`src/rtl/snp_pkg.sv`:
```
package snp_pkg;

  typedef enum logic {
    KIND_READ     = 1'b0,
    KIND_READ_INV = 1'b1
  } req_kind_e;

  // Decision captured at request acceptance
  typedef struct packed {
    logic any_hit;
    logic wb_needed;
  } supply_flags_t;

endpackage

```
`src/rtl/snp_prio_chain.sv`:
```
module snp_prio_chain #(
  parameter int N_CACHES = 4
) (
  input  logic [N_CACHES-1:0] hit_i,
  input  logic [N_CACHES-1:0] dirty_i,
  output logic [N_CACHES-1:0] grant_o,
  output logic                any_hit_o,
  output logic                winner_dirty_o
);

  // enable token ripples from cache 0 downward, stopped by the first hit
  logic [N_CACHES:0] token;
  assign token[0] = 1'b1;

  genvar g;
  generate
    for (g = 0; g < N_CACHES; g++) begin : g_link
      assign grant_o[g]   = hit_i[g] & token[g];
      assign token[g+1]   = token[g] & ~hit_i[g];
    end
  endgenerate

  assign any_hit_o      = ~token[N_CACHES];
  assign winner_dirty_o = |(grant_o & dirty_i);

  always_comb begin
    assert_grant_onehot_R1: assert ($onehot0(grant_o));
    assert_grant_in_hits_R1: assert ((grant_o & ~hit_i) == '0);
  end

endmodule

```
`src/rtl/snp_xfer_timer.sv`:
```
module snp_xfer_timer #(
  parameter int XFER_CYCLES = 2
) (
  input  logic clk,
  input  logic rst,
  input  logic start_i,
  output logic busy_o,
  output logic done_o
);

  localparam int CNT_W = $clog2(XFER_CYCLES + 1);
  localparam logic [CNT_W-1:0] LOAD = CNT_W'(XFER_CYCLES);

  logic [CNT_W-1:0] remain_q;

  always_ff @(posedge clk) begin
    if (rst) begin
      remain_q <= '0;
    end else if (remain_q != '0) begin
      remain_q <= remain_q - 1'b1;
    end else if (start_i) begin
      remain_q <= LOAD;
    end
  end

  assign busy_o = (remain_q != '0);
  assign done_o = (remain_q == CNT_W'(1));

  assert_start_busy_R8: assert property (@(posedge clk) disable iff (rst)
    (start_i && !busy_o) |=> busy_o);
  assert_done_ends_R8: assert property (@(posedge clk) disable iff (rst)
    done_o |=> !busy_o);
  assert_remain_bound_R8: assert property (@(posedge clk) disable iff (rst)
    remain_q <= LOAD);

endmodule

```
`src/rtl/snoop_supplier_resolver.sv`:
```
module snoop_supplier_resolver #(
  parameter int N_CACHES    = 4,
  parameter int XFER_CYCLES = 2
) (
  input  logic                clk,
  input  logic                rst,
  input  logic                req_valid_i,
  input  logic                req_inv_i,
  input  logic [N_CACHES-1:0] snoop_hit_i,
  input  logic [N_CACHES-1:0] snoop_dirty_i,
  output logic [N_CACHES-1:0] supply_grant_o,
  output logic                mem_inhibit_o,
  output logic                mem_wr_en_o,
  output logic                from_cache_o,
  output logic                xfer_busy_o,
  output logic                xfer_done_o
);
  import snp_pkg::*;

  logic [N_CACHES-1:0] chain_grant;
  logic                chain_any;
  logic                chain_dirty;
  logic                accept;
  req_kind_e           kind;
  req_kind_e           kind_q;
  supply_flags_t       flags_d;
  supply_flags_t       flags_q;
  logic [N_CACHES-1:0] grant_q;

  snp_prio_chain #(.N_CACHES(N_CACHES)) u_chain (
    .hit_i          (snoop_hit_i),
    .dirty_i        (snoop_dirty_i),
    .grant_o        (chain_grant),
    .any_hit_o      (chain_any),
    .winner_dirty_o (chain_dirty)
  );

  snp_xfer_timer #(.XFER_CYCLES(XFER_CYCLES)) u_timer (
    .clk     (clk),
    .rst     (rst),
    .start_i (accept),
    .busy_o  (xfer_busy_o),
    .done_o  (xfer_done_o)
  );

  assign accept = req_valid_i && !xfer_busy_o;
  assign kind   = req_inv_i ? KIND_READ_INV : KIND_READ;

  always_comb begin
    flags_d.any_hit   = chain_any;
    flags_d.wb_needed = chain_dirty && (kind == KIND_READ);
  end

  always_ff @(posedge clk) begin
    if (rst) begin
      grant_q <= '0;
      flags_q <= '0;
      kind_q  <= KIND_READ;
    end else if (accept) begin
      grant_q <= chain_grant;
      flags_q <= flags_d;
      kind_q  <= kind;
    end else if (xfer_done_o) begin
      grant_q <= '0;
      flags_q <= '0;
      kind_q  <= KIND_READ;
    end
  end

  assign supply_grant_o = grant_q;
  assign mem_inhibit_o  = flags_q.any_hit;
  assign from_cache_o   = flags_q.any_hit;
  assign mem_wr_en_o    = flags_q.wb_needed;

  assert_inhibit_has_grant_R2: assert property (@(posedge clk) disable iff (rst)
    mem_inhibit_o |-> $onehot(supply_grant_o));
  assert_no_inhibit_no_grant_R3: assert property (@(posedge clk) disable iff (rst)
    !mem_inhibit_o |-> (supply_grant_o == '0));
  assert_wb_needs_cache_R5: assert property (@(posedge clk) disable iff (rst)
    mem_wr_en_o |-> (mem_inhibit_o && from_cache_o));
  assert_inv_no_wb_R6: assert property (@(posedge clk) disable iff (rst)
    (kind_q == KIND_READ_INV) |-> !mem_wr_en_o);
  assert_hold_grant_R9: assert property (@(posedge clk) disable iff (rst)
    (xfer_busy_o && !xfer_done_o) |=> ($stable(supply_grant_o) && $stable(mem_wr_en_o)));
  assert_idle_quiet_R12: assert property (@(posedge clk) disable iff (rst)
    !xfer_busy_o |-> (supply_grant_o == '0 && !mem_inhibit_o && !mem_wr_en_o && !from_cache_o));

endmodule

```
`config.mk`:
```
export PLATFORM = sky130hd
export DESIGN_NAME = snoop_supplier_resolver
export DESIGN_NICKNAME = d
export VERILOG_FILES = /design/src/rtl/snp_pkg.sv /design/src/rtl/snp_prio_chain.sv /design/src/rtl/snp_xfer_timer.sv /design/src/rtl/snoop_supplier_resolver.sv
export SDC_FILE = /design/constraint.sdc
export NUM_CORES = 1
export LEC_CHECK = 0
export ABC_CLOCK_PERIOD_IN_PS = 3300
export BUFFER_PORTS_ARGS = -buffer_cell sky130_fd_sc_hd__buf_2
export CAP_MARGIN = 15
export CELL_PAD_IN_SITES_DETAIL_PLACEMENT = 1
export CELL_PAD_IN_SITES_GLOBAL_PLACEMENT = 1
export CORE_MARGIN = 10
export CORE_UTILIZATION = 31
export CTS_CLUSTER_DIAMETER = 100
export DETAILED_ROUTE_END_ITERATION = 7
export PLACE_DENSITY = 0.89
export SKIP_CTS_REPAIR_TIMING = 1
export SLEW_MARGIN = 25
export SYNTH_ARGS = -nofsm -noshare
export SYNTH_HDL_FRONTEND = slang
export SYNTH_SLANG_ARGS = --single-unit
```
`constraint.sdc`:
```
create_clock -name clk -period 3.3 [get_ports clk]
set_input_delay 0.33 -clock clk [delete_from_list [all_inputs] [get_ports clk]]
set_output_delay 0.33 -clock clk [all_outputs]
set_load 0.01 [all_outputs]
```
== Word-level counts from Yosys, hierarchy flattened ==
Cells that the tools add are included.
Cells by class
  bitwise logic cells: 13
  equality and inequality tests: 1
  reduce and logical (&&, ||, !) cells: 7
  muxes and demuxes: 7
  add/sub/neg operators: 1
Operator list (count)
  2-bit 2-to-1 mux: 4
  4-bit 2-to-1 mux: 2
  1-bit bitwise AND: 6
  1-bit NOT: 6
  2-bit nonzero test: 3
  4-bit bitwise AND: 1
  4-bit OR reduction: 1
  2-bit by 1-bit == test with 1-bit output, second input constant: 1
  1-bit logical AND: 2
  2-bit by 1-bit subtractor with 2-bit output, second input constant: 1
  1-bit zero test: 1
  1-bit 2-to-1 mux: 1
Storage, ports and cells
  word-level logic and storage cells: 33
  input port bits: 12
  output and inout port bits: 9
  register bits after elaboration: 8

== Logic depth before layout (Yosys ltp) ==
Gate-level depths: netlist (run 1).
  depth in word-level cells: 8
  depth in mapped cells: 5

== Hierarchy ==
From an unflattened synthesis (run 1), not the netlist that was laid out.
Second synthesis, totals
  cell total of the unflattened synthesis: 51
  area, all modules: 466.7 um^2
Modules (own cells, without submodules)
  snoop_supplier_resolver: area each 250.2 um^2, times used 1, sequential area each 120.1 um^2, cells each 27
  snp_xfer_timer: area each 135.1 um^2, times used 1, sequential area each 40.0 um^2, cells each 14
  snp_prio_chain: area each 81.3 um^2, times used 1, sequential area each 0.0 um^2, cells each 10

== Worst setup path before layout (run 1) ==
No wires, ideal clock.
  path kind: reg-to-reg
  start: register u_timer.remain_q[0]
  end: register flags_q (netlist bit mem_wr_en_o)
  cell stages (with the launch flop): 6
  required time: 3.209 ns
  slack: 1.968 ns
  data arrival time: 1.241 ns
  clock period less this slack: 1.332 ns
  buffers on the path: 0
  cell sequence: dfxtp_1 inv_1 ha_1 nand2_2 mux2_4 a311oi_1
On the way
  cells in the longest elaborated chain, start to end: 4
Ends and longest elaborated chain
  start: declaration: line snp_xfer_timer.sv:14  | logic [CNT_W-1:0] remain_q;
  start signal: assignment: line snp_xfer_timer.sv:20  | remain_q <= remain_q - 1'b1;
  2-bit nonzero test: line snp_xfer_timer.sv:26  | assign busy_o = (remain_q != '0);
  1-bit zero test: line snoop_supplier_resolver.sv:46  | assign accept = req_valid_i && !xfer_busy_o;
  1-bit logical AND: line snoop_supplier_resolver.sv:46
  2-bit 2-to-1 mux / 2-bit nonzero test (equally long branches)
  end signal: assignment: line snoop_supplier_resolver.sv:61  | flags_q <= flags_d;
  end: declaration: line snoop_supplier_resolver.sv:27  | supply_flags_t flags_q;
Parallel ways exist; a longest one is shown, timed or not.
A chain may end at the register's enable or synchronous reset.

== Final worst setup path (run 1) ==
Same ends and word-level chain as after synthesis.

==> impl_metrics.env, run 1 <==
export IMPL_slew_viol_final=0
export IMPL_synth_warnings=0
export IMPL_track_usage=0.08479
export IMPL_viasPerCell=5.012
export IMPL_grt_pass1_wl_um=2180
export IMPL_maxCapViolations=0
export IMPL_nFillCells=174
export IMPL_first_global_vias=458
export IMPL_clock_latency_ns=0.26
export IMPL_critical_path_class="register to register"
export IMPL_drive_gt1_frac=0.3571
export IMPL_numCtsBuffers=3
export IMPL_vias=426
export IMPL_cts_root_buf="clkbuf_4"
export IMPL_hp_class="input port to register"
export IMPL_crit_fanout=7
export IMPL_first_iter_violations=6
export IMPL_die_h_um=56.61
export IMPL_areaGrowthSynthToFinish_pct=31.33
export IMPL_cp_start_kind="register"
export IMPL_synth_distinct_cells=21
export IMPL_gp_congestion=0.7318
export IMPL_p_per_area_mw_per_mm2=517.1
export IMPL_endpoint_kind="register"
export IMPL_synth_area_per_cell_um2=8.478
export IMPL_ys_seq_area_frac=0.3855
export IMPL_synthCells=49
export IMPL_wire_per_inst_um=14.51
export IMPL_irDropWorstVdd_v=0.0002558
export IMPL_p_total_mw=0.2821
export IMPL_clockBufferDepth=2
export IMPL_synth_edf_count=0
export IMPL_syn_num_nets=64
export IMPL_slew_headroom=0.7856
export IMPL_final_nets=87
export IMPL_core_area_mm2=0.001285
export IMPL_timing_fmax_mhz=694.3
export IMPL_antenna_found_initial=0
export IMPL_port_buffers=20
export IMPL_worst_slew_pin_slew_ns=0.3191
export IMPL_drc_errors=0
export IMPL_synthFlopType="dfxtp_1"
export IMPL_netlist_area_um2=415.4
export IMPL_post_route_util=0.4245
export IMPL_cts_tree="built"
export IMPL_h_tree_depth=1
export IMPL_required_ns=3.47
export IMPL_grt_overflow=0
export IMPL_die_width_um=56.61
export IMPL_skew_ns=0.005188
export IMPL_fin_crit_ns=1.440
export IMPL_die_area_mm2=0.003204
export IMPL_async_flop_share=0
export IMPL_antenna_cells=0
export IMPL_fin_crit_sh=0.4364
export IMPL_place_hpwl_um=1012
export IMPL_rsz0062_at_grt="no"
export IMPL_postRouteAntennaNets=0
export IMPL_io_pins=21
export IMPL_setup_viol=0
export IMPL_routed_wl_um=1233
export IMPL_outcome="finished clean"
export IMPL_cp_arrival_ns=1.61
export IMPL_stdcell_area_um2=545.5
export IMPL_grt_max_degree=9
export IMPL_initial_core_util=0.3233
export IMPL_hold_viol=0
export IMPL_drt_first_pass_iters=4
export IMPL_rows=13
export IMPL_fin_tns_setup_ns=0
export IMPL_clk_pin_slew_ns=0.06
export IMPL_ys_ff_latch=8
export IMPL_power_static_leakage_nw=0.2630
export IMPL_numClockSinks=8
export IMPL_dpl_cell_area_um2=523.0
==> cell usage in the layout (no fill, tap or decap), drive strengths merged <==
cell type	instances
buf	20
dfxtp	8
nand3	7
a21oi	6
inv	4
nor2	3
ha	3
clkbuf	3
nand2	3
nor3	2
nand3b	2
and2	1
or2b	1
a211oi	1
mux2i	1
nor3b	1
a21o	1
nand2b	1
mux2	1
a311oi	1
==> metal layers <==
layer,wire length [um],global-route usage
met2,556,0.1270
met1,558,0.09136
met5,0,0
met4,41,0.08247
met3,77,0.02472
==> worst paths after layout <==
| path | start | endpoint | slack (ns) | cells after the start |
|---|---|---|---|---|
| worst max-delay path | u_timer.remain_q[0]$_SDFFE_PP0P_ | mem_wr_en_o$_SDFFE_PP0P_ | 1.86 | 5 |
| worst min-delay path | rst | u_timer.remain_q[1]$_SDFFE_PP0P_ | 0.35 | 2 |
| worst max register to register | u_timer.remain_q[0]$_SDFFE_PP0P_ | mem_wr_en_o$_SDFFE_PP0P_ | 1.86 | 5 |
| worst min register to register | supply_grant_o[2]$_SDFFE_PP0P_ | supply_grant_o[2]$_SDFFE_PP0P_ | 0.48 | 2 |
==> through the flow <==
stage	std cells	worst slack, ns	hold WS, ns
after floorplan	49	1.968	0.4660
after global placement	82	1.937	0.4725
after detailed placement	82	1.860	0.4684
after CTS	85	1.848	0.3437
after global routing	85	1.727	0.3602
final	85	1.860	0.3506
==> critical path: stages, from the launching register on <==
cell and delay [ns]:
dfxtp_1 0.35, inv_1 0.07, ha_1 0.24, nand2_2 0.15
mux2_4 0.31, a311oi_1 0.23
==> final cells by class <==
class,count,area (um^2),share of cell area
multi-input combinational,35,229.0,0.4197
sequential,8,160.2,0.2936
clock buffer,3,22.52,0.04128
timing repair buffer,20,100.1,0.1835
inverter,4,15.01,0.02752
tap,15,18.77,0.03440
==> cells in the mapped netlist, drive strengths merged (2+ instances only) <==
cell / number / area share
nor3: 2 / 0.024
ha: 3 / 0.090
a21oi: 6 / 0.072
nand3b: 2 / 0.036
nor2: 3 / 0.027
buf: 2 / 0.027
nand2: 3 / 0.033
inv: 4 / 0.036
dfxtp: 8 / 0.39
nand3: 7 / 0.084
==> power by group <==
group / internal, mW / switching (mW) / total, mW / leakage [nW]
Clock: 0.0417 / 0.0351 / 0.0768 / 0.0138
Sequential: 0.108 / 0.00681 / 0.115 / 0.0655
Combinational: 0.0396 / 0.0510 / 0.0905 / 0.184
Total: 0.189 / 0.0929 / 0.282 / 0.263
==> sequential cells by signal, indices dropped and copies added (netlist names) <==
register and count:
from_cache_o 1, mem_wr_en_o 1, supply_grant_o 4, u_timer.remain_q 2
==> cells by family after synthesis <==
kind of cell | count (synthesis) | synth area share
flip-flops | 8 | 0.3855
adder cells (fa/ha/maj) | 3 | 0.09037
AND/OR/NAND/NOR | 21 | 0.2711
buffers and inverters | 6 | 0.06324
multiplexers | 2 | 0.06023
AO/OA/AOI/OAI | 9 | 0.1295
(Power assumes the default switching activity.)
==> run 2: changes to the inputs <==
Settings changed: ABC_CLOCK_PERIOD_IN_PS 3300 to 1200, CORE_UTILIZATION 31 to 26, PLACE_DENSITY 0.89 to 0.81.
Clock period 3.3 ns to 1.2 ns, I/O delays scaled along.
==> impl_metrics.env, run 2 (synthesis gave the netlist of run 1 again) <==
export IMPL_cts_root_buf="clkbuf_4"
export IMPL_drive_gt1_frac=0.5211
export IMPL_track_usage=0.07822
export IMPL_drc_errors=0
export IMPL_areaGrowthSynthToFinish_pct=49.70
export IMPL_clk_pin_slew_ns=0.06
export IMPL_multi_input_area_um2=284.0
export IMPL_antenna_cells=0
export IMPL_critical_path_slowest_cell="dfxtp_4"
export IMPL_cp_start_kind="register"
export IMPL_path_cells="inv_4 > ha_4 > or2b_1 > nor2_1 > a211oi_2"
export IMPL_first_global_vias=480
export IMPL_maxCapViolations=0
export IMPL_r2r_cells=5
export IMPL_hold_viol=0
export IMPL_cp_arrival_ns=1.32
export IMPL_r2r_start="u_timer.remain_q[1]$_SDFFE_PP0P_"
export IMPL_worst_path_buf_inv=1
export IMPL_nFillCells=188
export IMPL_largest_reg_flops=4
export IMPL_numClockSinks=8
export IMPL_wire_per_inst_um=15.83
export IMPL_antenna_found_initial=0
export IMPL_drt_first_pass_iters=3
export IMPL_skew_ns=0.008554
export IMPL_crit_fanout=4
export IMPL_slew_viol_final=0
export IMPL_hold_ws_ns=0.1463
export IMPL_p_per_area_mw_per_mm2=1394
export IMPL_dpl_cell_area_um2=564.3
export IMPL_worst_slew_pin_slew_ns=0.2770
export IMPL_fin_crit_sh=0.9878
export IMPL_h_tree_depth=1
export IMPL_reg2reg_slack_ns=0.01
export IMPL_port_buffers=20
export IMPL_cts_tree="built"
export IMPL_regArea_um2=167.7
export IMPL_p_total_mw=0.8670
export IMPL_worstHoldPathCells=3
export IMPL_grt_pass1_wl_um=2083
export IMPL_first_iter_violations=5
export IMPL_min_delay_start="snoop_hit_i[2]"
export IMPL_critical_path_class="register to register"
export IMPL_endpoint_kind="register"
export IMPL_grt_overflow=0
export IMPL_irDropWorstVdd_v=0.0005436
export IMPL_core_area_mm2=0.001506
export IMPL_final_cell_mix="20 x buf_2, 7 x nand3_1, 6 x a21oi_1, 6 x dfxtp_1"
export IMPL_postRouteAntennaNets=0
export IMPL_die_h_um=59.97
export IMPL_required_ns=1.33
export IMPL_clock_latency_ns=0.25
export IMPL_vias=444
export IMPL_min_to="supply_grant_o[2]$_SDFFE_PP0P_"
export IMPL_viasPerCell=5.103
export IMPL_final_common_cell="buf_2"
export IMPL_setup_viol=0
export IMPL_place_hpwl_um=1111
export IMPL_final_nets=88
export IMPL_clockBufferDepth=2
export IMPL_outcome="finished clean"
export IMPL_io_pins=21
export IMPL_cpLargestDelayFamily="simple AND/OR/NAND/NOR gates"
export IMPL_grt_max_degree=9
export IMPL_gp_congestion=0.7292
export IMPL_initial_core_util=0.2757
export IMPL_numCtsBuffers=3
export IMPL_cpPeakStageDelay_ns=0.35
export IMPL_stdcell_area_um2=621.8
export IMPL_rows=14
export IMPL_fin_crit_ns=1.185
export IMPL_routed_wl_um=1377
export IMPL_hp_class="input port to register"
export IMPL_die_area_mm2=0.003596
export IMPL_r2r_end="u_timer.remain_q[1]$_SDFFE_PP0P_"
export IMPL_die_width_um=59.97
export IMPL_rsz0062_at_grt="yes"
export IMPL_power_static_leakage_nw=0.2792
export IMPL_slew_headroom=0.8139
export IMPL_timing_fmax_mhz=843.6
==> run 2: through the flow <==
stage	TNS, ns	setup WS, ns	std cells	utilization
after detailed placement	-0.08248	-0.06555	84	0.3746
after floorplan	0	0.01128	49	-
after CTS	-0.1079	-0.08106	87	0.3895
after global placement	0	0.01050	84	0.3746
after global routing	-0.1527	-0.04451	87	0.4128
final	0	0.01466	87	0.4128
==> run 2: worst min-delay path, stage by stage <==
cell and delay (ns):
buf_2 0.12, nand3_1 0.06, a21oi_1 0.05
==> run 2: where the power goes <==
part	switching [mW]	leakage, nW	internal (mW)	total (mW)
Combinational	0.171	0.199	0.156	0.328
Clock	0.0900	0.0138	0.114	0.204
Sequential	0.0317	0.0668	0.303	0.335
Total	0.293	0.279	0.574	0.867
==> run 2: layer usage <==
metal | global-route usage | up-vias | routed length (um)
met3 | 0.05085 | 2 | 128
met4 | 0.01923 | 0 | 8
li1 | - | 214 | -
met1 | 0.06921 | 213 | 492
met2 | 0.1426 | 15 | 747
met5 | 0 | - | 0
==> run 2: worst max-delay path by stage <==
| stage | startpoint | endpoint | depth (start not counted) |
|---|---|---|---|
| floorplan | u_timer.remain_q[0]$_SDFFE_PP0P_ | mem_wr_en_o$_SDFFE_PP0P_ | 5 |
| global placement | u_timer.remain_q[0]$_SDFFE_PP0P_ | mem_wr_en_o$_SDFFE_PP0P_ | 5 |
| detailed placement | u_timer.remain_q[1]$_SDFFE_PP0P_ | from_cache_o$_SDFFE_PP0P_ | 6 |
| CTS | u_timer.remain_q[1]$_SDFFE_PP0P_ | from_cache_o$_SDFFE_PP0P_ | 6 |
| global route | u_timer.remain_q[0]$_SDFFE_PP0P_ | mem_wr_en_o$_SDFFE_PP0P_ | 5 |
| finish | u_timer.remain_q[1]$_SDFFE_PP0P_ | u_timer.remain_q[1]$_SDFFE_PP0P_ | 5 |
==> run 2: final cells by class <==
class / count / share of cell area
Multi-Input combinational cell: 35 / 0.4567
Sequential cell: 8 / 0.2696
Timing Repair Buffer: 21 / 0.1730
Clock buffer: 3 / 0.03622
Inverter: 4 / 0.03219
Tap cell: 16 / 0.03219
==> run 3: changes to the inputs <==
Settings changed: ABC_CLOCK_PERIOD_IN_PS 1200 to 1400, BUFFER_PORTS_ARGS -buffer_cell sky130_fd_sc_hd__buf_2 to unset, CORE_AREA set to 10 10 47 49, CORE_MARGIN 10 to unset, CORE_UTILIZATION 26 to unset, DIE_AREA set to 0 0 57 59, DONT_BUFFER_PORTS set to 1, PLACE_DENSITY 0.81 to 0.7, REMOVE_ABC_BUFFERS set to 1.
Clock period 1.2 ns to 1.4 ns, I/O delays scaled along.
==> impl_metrics.env, run 3 (synthesis gave the netlist of run 1 again) <==
export IMPL_critical_path_class="register to register"
export IMPL_outcome="finished clean"
export IMPL_viasPerCell=5.174
export IMPL_postRouteAntennaNets=0
export IMPL_fin_tns_setup_ns=0
export IMPL_die_h_um=59
export IMPL_power_static_leakage_nw=0.1866
export IMPL_worst_path_buf_inv=1
export IMPL_worst_slew_pin_slew_ns=0.3257
export IMPL_critical_path_slowest_cell="dfxtp_1"
export IMPL_numCtsBuffers=3
export IMPL_antenna_found_initial=0
export IMPL_drive_gt1_frac=0.1698
export IMPL_rsz0062_at_grt="no"
export IMPL_h_tree_depth=1
export IMPL_antenna_cells=0
export IMPL_cts_tree="built"
export IMPL_post_place_cells=65
export IMPL_cpLargestDelayFamily="flip-flops"
export IMPL_slew_viol_final=0
export IMPL_cpPeakStageDelay_ns=0.35
export IMPL_grt_max_degree=9
export IMPL_place_hpwl_um=907.7
export IMPL_rows=14
export IMPL_cts_root_buf="clkbuf_4"
export IMPL_path_cells="inv_1 > ha_1 > nand2b_1 > mux2_4 > a311oi_1"
export IMPL_pre_cts_slack_ns=0.02774
export IMPL_skew_ns=0.006057
export IMPL_port_buffers=0
export IMPL_io_pins=21
export IMPL_maxCapViolations=0
export IMPL_die_width_um=57
export IMPL_initial_core_util=0.2964
export IMPL_numClockSinks=8
export IMPL_wire_per_inst_um=16.10
export IMPL_final_nets=70
export IMPL_grt_overflow=0
export IMPL_final_cell_mix="7 x nand3_1, 7 x dfxtp_1, 6 x a21oi_1"
export IMPL_cp_arrival_ns=1.46
export IMPL_instances_no_fill=69
export IMPL_drc_errors=0
export IMPL_p_total_mw=0.6239
export IMPL_areaGrowthSynthToFinish_pct=14.46
export IMPL_clockBufferDepth=2
export IMPL_clock_latency_ns=0.25
export IMPL_drt_first_pass_iters=3
export IMPL_fin_crit_ns=1.299
export IMPL_grt_pass1_wl_um=1697
export IMPL_irDropWorstVdd_v=0.0005606
export IMPL_layout_setup_ws_ns=0.1007
export IMPL_routed_wl_um=1111
export IMPL_die_area_mm2=0.003363
export IMPL_gp_congestion=0.6458
export IMPL_hold_viol=0
export IMPL_fin_crit_sh=0.9280
export IMPL_largest_reg_flops=4
export IMPL_vias=357
export IMPL_clk_pin_slew_ns=0.05
export IMPL_core_area_mm2=0.001401
export IMPL_setup_viol=0
export IMPL_first_iter_violations=2
export IMPL_crit_fanout=3
export IMPL_timing_fmax_mhz=769.7
export IMPL_track_usage=0.06537
export IMPL_endpoint_kind="register"
export IMPL_cp_start_kind="register"
export IMPL_required_ns=1.56
export IMPL_p_per_area_mw_per_mm2=1312
export IMPL_first_global_vias=367
export IMPL_post_route_util=0.3393
export IMPL_slew_headroom=0.7812
export IMPL_hp_class="input port to register"
run 3: cell types whose count changed in the layout (fill, tap and decap cells not counted), moves of 2 or more:
cell | previous run | this run
buf_2 | 20 | 0
dfxtp_4 | 2 | 0
ha_4 | 2 | 0
inv_1 | 2 | 4
inv_4 | 2 | 0
run 3: path summary, 6_finish.rpt:
kind                                                  startpoint                        endpoint  slack, ns  cells after the start
worst max-delay path            u_timer.remain_q[1]$_SDFFE_PP0P_        mem_wr_en_o$_SDFFE_PP0P_       0.10                      5
worst min-delay path                              snoop_hit_i[0]  supply_grant_o[0]$_SDFFE_PP0P_       0.03                      2
worst max register to register  u_timer.remain_q[1]$_SDFFE_PP0P_        mem_wr_en_o$_SDFFE_PP0P_       0.10                      5
worst min register to register    supply_grant_o[0]$_SDFFE_PP0P_  supply_grant_o[0]$_SDFFE_PP0P_       0.52                      2
run 3: stage by stage:
step	hold WS (ns)	cell area [um^2]
floorplan	0.2091	404.1
global placement	0.2123	439.2
detailed placement	0.2127	439.2
CTS	-0.05753	461.7
global route	0.03596	475.5
finish	0.03405	475.5
run 3: report_power, final:
group | internal (mW) | total (mW) | leakage, nW | switching, mW
sequential | 0.256 | 0.285 | 0.0659 | 0.0291
clock | 0.0975 | 0.168 | 0.0138 | 0.0700
combinational | 0.0777 | 0.172 | 0.107 | 0.0938
total | 0.431 | 0.624 | 0.187 | 0.193
run 3: final cells by class:
cell class | instances | area, um^2
multi-input cells | 35 | 231.5
inverters | 4 | 15.01
repair buffers | 3 | 25.02
fillers | 177 | 925.9
clock buffers | 3 | 22.52
flip-flops and latches | 8 | 161.4
well taps | 16 | 20.02
run 3: routing by layer:
layer	share of wire	wire, um	vias to the layer above	global-route usage
li1	-	-	180	-
met3	0.12	131	2	0.05794
met2	0.49	544	13	0.1085
met4	0.0045	5	0	0.02013
met1	0.39	430	162	0.05728
met5	0	0	-	0
